$ cat src/rtl/tsclk_pkg.sv
package tsclk_pkg;
  localparam int SEL_W = 2;

  typedef enum logic [SEL_W-1:0] {
    SEL_CTRL   = 2'd0,
    SEL_ADDEND = 2'd1,
    SEL_TLO    = 2'd2,
    SEL_THI    = 2'd3
  } sel_e;
endpackage

$ cat src/rtl/tsclk_accum.sv
module tsclk_accum #(
  parameter int WORD_W = 32
) (
  input  logic              clk,
  input  logic              rst_n,
  input  logic              clr,
  input  logic [WORD_W-1:0] addend,
  output logic              tick
);
  localparam int SUM_W = WORD_W + 1;

  function automatic logic [SUM_W-1:0] acc_add(input logic [WORD_W-1:0] a,
                                               input logic [WORD_W-1:0] b);
    return {1'b0, a} + {1'b0, b};
  endfunction

  logic [WORD_W-1:0] acc_q;
  logic [SUM_W-1:0]  sum;

  assign sum  = acc_add(acc_q, addend);
  assign tick = sum[SUM_W-1] & ~clr;

  always_ff @(posedge clk or negedge rst_n) begin
    if (!rst_n)   acc_q <= '0;
    else if (clr) acc_q <= '0;
    else          acc_q <= sum[WORD_W-1:0];
  end
endmodule

$ cat src/rtl/tsclk_timecnt.sv
module tsclk_timecnt #(
  parameter int TIME_W = 64
) (
  input  logic              clk,
  input  logic              rst_n,
  input  logic              clr,
  input  logic              tick,
  input  logic              load,
  input  logic [TIME_W-1:0] load_val,
  output logic [TIME_W-1:0] time_q
);
  function automatic logic [TIME_W-1:0] next_time(input logic [TIME_W-1:0] cur,
                                                  input logic inc);
    return cur + {{(TIME_W-1){1'b0}}, inc};
  endfunction

  always_ff @(posedge clk or negedge rst_n) begin
    if (!rst_n)     time_q <= '0;
    else if (clr)   time_q <= '0;
    else if (load)  time_q <= load_val;
    else            time_q <= next_time(time_q, tick);
  end
endmodule

$ cat src/rtl/tsclk_regif.sv
module tsclk_regif
  import tsclk_pkg::*;
#(
  parameter int                WORD_W     = 32,
  parameter logic [WORD_W-1:0] DEF_ADDEND = 32'hA000_0000
) (
  input  logic                clk,
  input  logic                rst_n,
  input  logic                bus_wr,
  input  logic                bus_rd,
  input  logic [SEL_W-1:0]    bus_sel,
  input  logic [WORD_W-1:0]   bus_wdata,
  output logic [WORD_W-1:0]   bus_rdata,
  input  logic [2*WORD_W-1:0] time_q,
  output logic                soft_rst,
  output logic [WORD_W-1:0]   addend_q,
  output logic                load_time,
  output logic [2*WORD_W-1:0] load_val,
  output logic [WORD_W-1:0]   shadow_q,
  output logic [WORD_W-1:0]   hold_q
);
  localparam int TIME_W = 2 * WORD_W;

  logic ctrl_q;
  logic wr_ctrl, wr_add, wr_lo, wr_hi, rd_lo;

  assign wr_ctrl   = bus_wr && (bus_sel == SEL_CTRL);
  assign wr_add    = bus_wr && (bus_sel == SEL_ADDEND) && !ctrl_q;
  assign wr_lo     = bus_wr && (bus_sel == SEL_TLO)    && !ctrl_q;
  assign wr_hi     = bus_wr && (bus_sel == SEL_THI)    && !ctrl_q;
  assign rd_lo     = bus_rd && (bus_sel == SEL_TLO);
  assign soft_rst  = ctrl_q;
  assign load_time = wr_hi;
  assign load_val  = {bus_wdata, shadow_q};

  always_ff @(posedge clk or negedge rst_n) begin
    if (!rst_n)       ctrl_q <= 1'b0;
    else if (wr_ctrl) ctrl_q <= bus_wdata[0];
  end

  always_ff @(posedge clk or negedge rst_n) begin
    if (!rst_n)      addend_q <= DEF_ADDEND;
    else if (ctrl_q) addend_q <= DEF_ADDEND;
    else if (wr_add) addend_q <= bus_wdata;
  end

  always_ff @(posedge clk or negedge rst_n) begin
    if (!rst_n)      shadow_q <= '0;
    else if (ctrl_q) shadow_q <= '0;
    else if (wr_lo)  shadow_q <= bus_wdata;
  end

  always_ff @(posedge clk or negedge rst_n) begin
    if (!rst_n)      hold_q <= '0;
    else if (ctrl_q) hold_q <= '0;
    else if (rd_lo)  hold_q <= time_q[TIME_W-1:WORD_W];
  end

  always_ff @(posedge clk or negedge rst_n) begin
    if (!rst_n) bus_rdata <= '0;
    else if (bus_rd) begin
      case (bus_sel)
        SEL_CTRL:   bus_rdata <= {{(WORD_W-1){1'b0}}, ctrl_q};
        SEL_ADDEND: bus_rdata <= addend_q;
        SEL_TLO:    bus_rdata <= time_q[WORD_W-1:0];
        default:    bus_rdata <= hold_q;
      endcase
    end
  end
endmodule

$ cat src/rtl/tsclk_core.sv
module tsclk_core
  import tsclk_pkg::*;
#(
  parameter int                WORD_W     = 32,
  parameter logic [WORD_W-1:0] DEF_ADDEND = 32'hA000_0000
) (
  input  logic              clk,
  input  logic              rst_n,
  input  logic              bus_wr,
  input  logic              bus_rd,
  input  logic [SEL_W-1:0]  bus_sel,
  input  logic [WORD_W-1:0] bus_wdata,
  output logic [WORD_W-1:0] bus_rdata
);
  localparam int TIME_W = 2 * WORD_W;

  logic              soft_rst;
  logic              tick;
  logic              load_time;
  logic [TIME_W-1:0] load_val;
  logic [TIME_W-1:0] time_q;
  logic [WORD_W-1:0] addend_q;
  logic [WORD_W-1:0] shadow_q;
  logic [WORD_W-1:0] hold_q;

  tsclk_regif #(.WORD_W(WORD_W), .DEF_ADDEND(DEF_ADDEND)) u_regif (
    .clk(clk), .rst_n(rst_n),
    .bus_wr(bus_wr), .bus_rd(bus_rd), .bus_sel(bus_sel),
    .bus_wdata(bus_wdata), .bus_rdata(bus_rdata),
    .time_q(time_q), .soft_rst(soft_rst), .addend_q(addend_q),
    .load_time(load_time), .load_val(load_val),
    .shadow_q(shadow_q), .hold_q(hold_q)
  );

  tsclk_accum #(.WORD_W(WORD_W)) u_accum (
    .clk(clk), .rst_n(rst_n), .clr(soft_rst),
    .addend(addend_q), .tick(tick)
  );

  tsclk_timecnt #(.TIME_W(TIME_W)) u_time (
    .clk(clk), .rst_n(rst_n), .clr(soft_rst), .tick(tick),
    .load(load_time), .load_val(load_val), .time_q(time_q)
  );
endmodule

$ cat config.mk
export PLATFORM = sky130hd
export DESIGN_NAME = tsclk_core
export DESIGN_NICKNAME = d
export VERILOG_FILES = /design/src/rtl/tsclk_pkg.sv /design/src/rtl/tsclk_accum.sv /design/src/rtl/tsclk_timecnt.sv /design/src/rtl/tsclk_regif.sv /design/src/rtl/tsclk_core.sv
export SDC_FILE = /design/constraint.sdc
export NUM_CORES = 1
export LEC_CHECK = 0
export BUFFER_PORTS_ARGS = -buffer_cell sky130_fd_sc_hd__buf_4
export CAP_MARGIN = 15
export CORE_MARGIN = 2
export CORE_UTILIZATION = 49
export DETAILED_ROUTE_END_ITERATION = 12
export PLACE_DENSITY = 0.73
export SLEW_MARGIN = 20
export SYNTH_ARGS = -nofsm -noshare
export SYNTH_HDL_FRONTEND = slang
export SYNTH_SLANG_ARGS = --single-unit
$ cat constraint.sdc
create_clock -name clk -period 10 [get_ports clk]
set_clock_uncertainty 0.15 [all_clocks]
set_input_delay 2 -clock clk [delete_from_list [all_inputs] [get_ports clk]]
set_output_delay 2 -clock clk [all_outputs]
set_load 0.02 [all_outputs]
==> metrics list, run 1 <==
* Total Routed Length: 33,350 µm
* Io pins: 70
- Once the clock tree was built, the resizer swapped 0 gates to a different size.
- The first detailed-routing pass ran for 5 iterations.
- Counting instances in the post-synthesis netlist gives the leading cell types as sky130_fd_sc_hd__nand2_1, sky130_fd_sc_hd__dfrtp_1, sky130_fd_sc_hd__a21oi_1.
* Crit path top cell by count: sky130_fd_sc_hd__ha_1
* Peak supply drop: 0.1302 mV
* P per Cell Area: 179.8 nW/µm²
- After detailed routing, the average wire length per cell comes to 19.72 µm.
- Final hold analysis gives a worst-case slack of 0.3555 ns.
- The signal on the critical path passes through ha_1 -> inv_1 -> fa_1 -> nor2b_1 -> o2111ai_1 -> nand2_1 -> a41o_1 -> a221o_2 -> a31oi_4 -> o22ai_1 -> ha_1 -> ha_1 -> and4_1 -> nand4_1 -> nor2_1 -> and2_1 -> nand4_1 -> xor2_1 -> a211oi_1.
- Max-cap violations in this run came to 0.
- Post-detailed-placement half-perimeter wirelength: 22,090 µm
- Antenna violations before repair: 0
- Fraction of registers with async set/reset: 100.0%
* RSZ-0062 raised after global routing: no
- In this run the standard cell core region covers 24,110 µm².
- Setup slack on the worst flop-to-flop path: 4.70 ns
- Global placement routability congestion: 0.9818
- The detailed router finished its first iteration with about 900 violations.
* Max Slew Vio Count: 0
- Area of all placed cells without fillers: 13,550 µm²
- For this run, the post-layout net count is 1,423.
- For this configuration, the core starts out at a cell density of 49.61%.
- In this run the clock root is driven by a sky130_fd_sc_hd__clkbuf_16.
- Total instance count after detailed placement: 1,645
* CP peak stage delay: 0.51 ns
- After routing, the total negative slack on setup checks comes to 0 ns.
- The total count of hold-check failures in the final report came to 0.
* Syn-to-layout area delta: 13.32%
* FF-to-FF path depth: 19
- Transition time at the pin with the least slew margin: ~0.94 ns
- The smallest clock period supported by the final layout is computed as between 5 and 6 ns.
* Worst Setup Start Kind: register
* Clock tree from TritonCTS: done
- Detailed routing inserted a total of 9,984 vias.
- Yosys warning total: 0
* Cell area after synthesis: 11,960 µm²
- Number of synthesized register bits: 225
- LEAKAGE: 6.052 nW
- Post-synth top area cell: sky130_fd_sc_hd__dfrtp_1
- Final total power: ~2.4 mW
* Post-synth cell types: 60
* TritonCTS sink count: 225
* Most frequent cell after synthesis: sky130_fd_sc_hd__nand2_1
- Diodes inserted: 0
- Number of core rows: 57
- Total clock buffers created by CTS: 26
* Wire length of the first global-routing pass: 53,680 µm
- Die area: 25,670 µm²
* Die extent in y: 160.2 µm
- Grt total ovfl: 0
- Clock-pin slew on the worst setup and hold paths: 0.06 ns
* Area of the multi-input gates: about 6000 µm²
* Via density: 5.904
* Number of H-tree levels: 1
- The detail route stage leaves a number of antenna-violating nets equal to 0.
- Maximum fanout encountered on the critical timing path: 7
- The run finished with clean final reports.
* Required time at the worst-slack endpoint: 10.29 ns
- Die Width: 160.2 µm
* Fraction of synthesized cell area taken by the top area cell type: 46.67%
* Non-filler instance count after layout: 1,691
- The filler cells instantiated in the layout total ~2,200.
- By area the synthesized netlist is led by sky130_fd_sc_hd__dfrtp_1, sky130_fd_sc_hd__nand2_1, sky130_fd_sc_hd__a21oi_1, sky130_fd_sc_hd__nor2_1, sky130_fd_sc_hd__xor2_1.
- In the final layout, the share of cells above drive strength 1 is 13.02%.
- For this run, the register share of the synthesized area comes to 47.11%.
- After clock tree synthesis, the setup repair step added 0 buffers.
* Reg area: between 5000 and 6000 µm²
* Vias in the first global route: 9,726
- Flip-flop cell with the highest count after synthesis: sky130_fd_sc_hd__dfrtp_1
* Pin count of the biggest net entering global routing: 88
- F_max: 188.7 MHz
* Crit Path Category: register to register
- The worst setup path is captured at a register.
- Setup violations remaining at the end of the flow were counted as 0.
- Worst slew slack as a fraction of its limit: between 30% and 40%
* Number of flops mapped to enable cells by yosys: 0
* Post-Synthesis Cells: 1,324
- Port buffering added 69 buffers.
- Total of hold buffers inserted after clock tree synthesis: 0
- The worst hold path belongs to the class register to register.
- Counting every net in the synthesized netlist gives 1,398.
- For this run, design rule violations remaining after detail routing come to 0.
- Synthesized area divided by synthesized cell count: 9.032 µm²
- Cell count of the worst hold path: 2
* Clk buf depth: 3
- Cell at the slowest stage of the critical path: sky130_fd_sc_hd__nor2_1
- Area after detailed placement: 12,680 µm²
- For the worst setup path, the data arrival time is 5.59 ns.
* GRT Util Overall: a little over a quarter
- Final Cycle Share: 53.01%
- Worst-skew pair later-pin latency: 0.54 ns
cell families after synthesis:
| group | count (synthesis) | share of synthesized area [%] |
|---|---|---|
| buffers and inverters | 95 | 3.024 |
| xor gates and xnor gates | 76 | 5.567 |
| AOI/OAI and AO/OA | 334 | 17.41 |
| adders and majority gates | 36 | 3.830 |
| DFF | 225 | 47.11 |
| muxes | 41 | 3.955 |
| and+or+nand+nor | 517 | 19.11 |
registers in the layout, indices dropped and copies added (netlist names):
name	count
u_regif.shadow_q	32
u_accum.acc_q	32
u_regif.addend_q	32
u_regif.bus_rdata	32
u_regif.hold_q	32
u_regif.soft_rst	1
u_time.time_q	64
report_power, final:
group          switching [mW]  total [mW]  internal, mW
Sequential             0.0789        1.07         0.996
Combinational           0.248       0.398         0.149
Clock                   0.386       0.964         0.577
Total                   0.714        2.44          1.72
final cells by class:
type                    count  share of cell area, %
well taps                 324                  2.992
flip-flops and latches    225                  41.60
multi-input cells        1004                  44.13
inverters                  11                 0.3047
clock buffers              39                  5.910
repair buffers             81                  4.543
clock inverters             7                 0.5263
metal layers:
metal | up-vias | global-route usage, % | wire, µm
met2 | 315 | 42.76 | 15870
li1 | 4671 | - | -
met1 | 4929 | 36.07 | 14610
met5 | - | 0 | 0
met3 | 69 | 3.247 | 1817
met4 | 0 | 8.927 | 1061
stage by stage:
step	setup WS (ns)	utilization (%)
floorplan	5.873	-
global route	4.316	56.21
detailed placement	4.672	52.60
global placement	4.749	52.60
CTS	4.770	56.21
finish	4.699	56.21
worst paths after layout:
check	start	endpoint
setup / recovery	u_regif.addend_q[0]	u_time.time_q[48]
min in group asynchronous	rst_n	u_regif.bus_rdata[0]
max in group asynchronous	rst_n	u_regif.bus_rdata[17]
setup reg to reg	u_regif.addend_q[0]	u_time.time_q[48]
hold reg to reg	u_regif.addend_q[31]	u_regif.addend_q[31]
hold / removal	u_regif.addend_q[31]	u_regif.addend_q[31]
critical path, delay by kind of cell (launching register included):
kind | cells | cell delay, ns
compound gates | 6 | 1.33
buf+inv | 1 | 0.07
simple gates | 7 | 2.07
flops | 1 | 0.37
fa+ha+maj | 4 | 1.05
xor+xnor | 1 | 0.17
layout by cell type, fill, tap and decap left out, types with 12 or more instances in the layout:
cell and n:
sky130_fd_sc_hd__a211oi_1 56, sky130_fd_sc_hd__a21o_1 21, sky130_fd_sc_hd__a21oi_1 164, sky130_fd_sc_hd__a22oi_1 31
sky130_fd_sc_hd__and3_1 14, sky130_fd_sc_hd__buf_4 80, sky130_fd_sc_hd__clkbuf_16 27, sky130_fd_sc_hd__dfrtp_1 222
sky130_fd_sc_hd__ha_1 35, sky130_fd_sc_hd__mux2_2 38, sky130_fd_sc_hd__nand2_1 251, sky130_fd_sc_hd__nand3_1 22
sky130_fd_sc_hd__nand4_1 22, sky130_fd_sc_hd__nor2_1 139, sky130_fd_sc_hd__nor3_1 12, sky130_fd_sc_hd__o21ai_0 25
sky130_fd_sc_hd__xnor2_1 21, sky130_fd_sc_hd__xor2_1 55
Power figures use the tool's default switching activity.
==> run 2, diff against run 1 <==
--- a/config.mk
+++ b/config.mk
@@ -5,6 +5,7 @@
 export SDC_FILE = /design/constraint.sdc
 export NUM_CORES = 1
 export LEC_CHECK = 0
+export ABC_AREA = 1
 export BUFFER_PORTS_ARGS = -buffer_cell sky130_fd_sc_hd__buf_4
 export CAP_MARGIN = 15
 export CORE_MARGIN = 2
==> constraint.sdc (replaced) <==
create_clock -name clk -period 5.35 [get_ports clk]
set_clock_uncertainty 0.15 [all_clocks]
set_input_delay 1.07 -clock clk [delete_from_list [all_inputs] [get_ports clk]]
set_output_delay 1.07 -clock clk [all_outputs]
set_load 0.02 [all_outputs]
==> run 2 against run 1 <==
Maximum frequency up 35%. Non-clock buffer count increased by 1. Sequential share of layout area fell by 4.5 points. First-iteration DRC count increased by 53%. Combinational power rose to 5.7 times the previous value. Total power grew to 2.7 times the previous value.
==> metrics list, run 2 <==
* Most frequent cell after synthesis: sky130_fd_sc_hd__nand2_1
- Setup violations remaining at the end of the flow were counted as 0.
* P per Cell Area: 425.8 nW/µm²
- The number of antenna violations at the first check in global routing was 0.
- Pin count of the biggest net entering global routing: 104
- Combinational logic is responsible for 35.1% of the overall power.
* Net switching power: 2.595 mW
- Counting flops with an async set or reset pin after synthesis yields a share of 100.0%.
* Peak supply drop: 0.2261 mV
- Cell count of the worst hold path: 2
* Io pins: 70
* Highest-count cells in the layout ignoring fill and taps: sky130_fd_sc_hd__nand2_1, sky130_fd_sc_hd__inv_1, sky130_fd_sc_hd__dfrtp_1
* Sum of negative setup slack: 0 ns
- Transition time at the pin with the least slew margin: between 1 and 1.5 ns
- Data arrives at the worst endpoint at about 4.3 ns.
- Detailed Route Iter0 Violations: 1,368
* FF-to-FF path depth: 22
- Setup slack on the worst flop-to-flop path: 1.43 ns
- Dividing the synthesized area by the synthesized cell count gives between 6 and 7 µm².
* Clock-pin slew on the worst setup and hold paths: 0.06 ns
* Pre-CTS setup slack: 1.521 ns
* Cell at the slowest stage of the critical path: sky130_fd_sc_hd__fa_1
* Count of buffers inserted at the top-level ports: 69
- Pre-antenna DRT Iters: 6
- Summed over all instances, the cell type with the most area after synthesis is sky130_fd_sc_hd__dfrtp_1.
* Yosys warning total: 0
- The synthesized design devotes to its leading area cell type 41.41% of total area.
- The worst hold path begins at u_regif.bus_rdata[21].
- Die area: between 20,000 and 30,000 µm²
- The worst setup path is launched from a register.
* CP peak stage delay: 0.39 ns
* Commonest cells in the synthesized netlist: sky130_fd_sc_hd__nand2_1, sky130_fd_sc_hd__inv_1, sky130_fd_sc_hd__dfrtp_1
- Crit Path Category: register to register
- After floorplanning, the core was sized to cover 26,950 µm².
- Maximum fanout encountered on the critical timing path: 6
- Number of synthesized register bits: 225
* Remaining number of nets flagged by the antenna check after routing: 0
- Clk Tree Root Cell: sky130_fd_sc_hd__clkbuf_16
* Post-route DRC violation count: 0
- Cell-internal power: 3.875 mW
- Global routing finished with a remaining overflow of 0.
* R2r endpoint: u_time.time_q[44]
- The signal on the critical path passes through ha_1 -> inv_1 -> fa_1 -> o21ai_1 -> nand2_1 -> nand2_1 -> nand2_1 -> nand2_1 -> nand2_1 -> a21oi_1 -> ha_1 -> ha_1 -> nand2_1 -> nor2_4 -> nand2_4 -> nor2_4 -> nand3_1 -> inv_2 -> nand2_1 -> nand3_1 -> o21ai_1 -> inv_1.
* TritonCTS sink count: 225
* Sw frac: 40.11%
- In this run the tightest slew margin relative to its limit is 29.09%.
* Global placement routability congestion: 1.063
- More flip-flops sit in one register than any other, and that register is u_time.time_q.
* Via density: 5.635
- The finished cells cover between 15,000 and 20,000 µm².
- Diodes inserted: 0
- Fraction of layout cells with a size suffix above 1: 8.586%
- Clock power frac: 28.6%
- The worst hold path belongs to the class register to register.
- Ranked by total cell area, the synthesized netlist is headed by sky130_fd_sc_hd__dfrtp_1, sky130_fd_sc_hd__nand2_1, sky130_fd_sc_hd__inv_1, sky130_fd_sc_hd__o21ai_0, sky130_fd_sc_hd__nor2_1.
* Most common cell after layout, fill and taps aside: sky130_fd_sc_hd__nand2_1
* LEAKAGE: about 7.6 nW
- The register with the most flip-flops in the layout has 64 of them.
- Post-CTS repair changed the size of 0 cells.
- Final #Nets: 2,070
- Worst Setup End Kind: register
- Endpoint of the worst hold path: u_regif.bus_rdata[21]
- Crit. Startpoint: u_regif.addend_q[0]
* RSZ-0062 raised after global routing: no
- F_max: 255.2 MHz
- After detailed routing, the average wire length per cell comes to roughly 20 µm.
- Once the clock tree was built, the setup fixing pass inserted 0 buffers.
* Worst-skew pair later-pin latency: between 0.5 and 0.6 ns
- Number of flops mapped to enable cells by yosys: 0
* Die Width: 169.8 µm
- In this design, the critical path's most frequently occurring cell is sky130_fd_sc_hd__nand2_1.
* Number of core rows: 60
- TritonCTS built the clock tree.
* Required time at the worst-slack endpoint: approximately 5.7 ns
* Total of hold buffers inserted after clock tree synthesis: 0
- Number of H-tree levels: 1
- Post-synth cell types: 39
* GRT Util Overall: 33.82%
- Per report_power, the sequential group accounts for between 30 and 40% of the total.
- Wire length of the first global-routing pass: approximately 74,000 µm
* Source of the worst register-to-register timing path: u_regif.addend_q[0]
- Compared with the post-synthesis result, the final layout area differs by 12.74%.
* Starting density of the core: 50.00%
* Worst Slack Setup Final: 1.431 ns
- Total via count after detailed routing: 13,280
- Worst Hold Margin: 0.3371 ns
- Final Cycle Share: 73.25%
- In the synthesized netlist the dominant register cell turns out to be sky130_fd_sc_hd__dfrtp_1.
* Max Slew Vio Count: 0
- Share of the yosys chip area belonging to registers: 41.80%
* Area after detailed placement: 14,320 µm²
* Net count after synthesis: 2,014
- The total count of hold-check failures in the final report was 0.
- The flow ran to the end, and the final reports show no timing, DRC or antenna violations.
- Across the run, the number of max-cap violations was 0.
- Die extent in y: 169.8 µm
- Synthesis handed over a netlist of between 1,500 and 2,000 instances.
- The HPWL after detailed placement is 36,770 µm.
- The mapped netlist covers 13,480 µm².
- Clk buf depth: 3
- Total clock buffers created by CTS: 27
* Total Routed Length: 48,000 µm
- Vias in the first global route: 12,810
- Subtracting the final worst setup slack from the clock period gives 3.919 ns.
-- run 2: critical path, delay by kind of cell, from the launching register on --
family                     cells  cell delay, ns
adders and majority gates      4            1.14
DFF                            1            0.35
buffers and inverters          3            0.25
and+or+nand+nor               12            1.28
AOI/OAI and AO/OA              3            0.66
-- run 2: logic make-up (layout without fill, tap and decap cells) --
logic type	count (synthesis)	count (layout)	synth area share (%)
adder cells (fa/ha/maj)	36	36	3.398
buffers and inverters	383	458	10.86
multiplexers	3	3	0.2507
AO/OA/AOI/OAI	339	339	13.32
flip-flops	225	225	41.80
AND/OR/NAND/NOR	938	938	29.32
XOR/XNOR	16	16	1.040
-- run 2: per-stage QoR --
| step | util (%) | power [mW] | instances |
|---|---|---|---|
| finish | 56.37 | 6.469 | 2356 |
| global route | 56.37 | 6.881 | 2356 |
| CTS | 56.37 | 6.454 | 2356 |
| detailed placement | 53.13 | 4.594 | 2308 |
| floorplan | - | 3.824 | 1940 |
| global placement | 53.13 | 4.541 | 2308 |
-- run 2: worst max-delay path by stage --
stage,slack (ns),endpoint
floorplan,2.12,u_time.time_q[36]
global placement,1.65,u_time.time_q[62]
detailed placement,1.52,u_time.time_q[44]
CTS,1.49,u_time.time_q[44]
global route,1.09,u_time.time_q[62]
finish,1.43,u_time.time_q[44]
-- run 2: power by group through the flow --
stage,logic [mW],registers (mW),clock network (mW)
3_5_place_dp,2.23,2.36,0
5_1_grt,2.56,2.38,1.93
6_report,2.27,2.35,1.85
2_1_floorplan,1.53,2.29,0
3_3_place_gp,2.18,2.36,0
4_1_cts,2.25,2.34,1.87
-- run 2: layout make-up --
class                   count  area (µm²)
inverters                 328        1231
clock buffers              39       760.7
repair buffers             82       648.1
fillers                  2610       11760
multi-input cells        1332        6381
well taps                 341       426.7
flip-flops and latches    225        5633
clock inverters             9       111.4
-- run 2: routing by layer --
layer	wire, µm	GRT usage [%]
met1	19770	44.72
met2	21780	54.52
met3	3965	6.233
met4	2487	14.94
met5	0	0
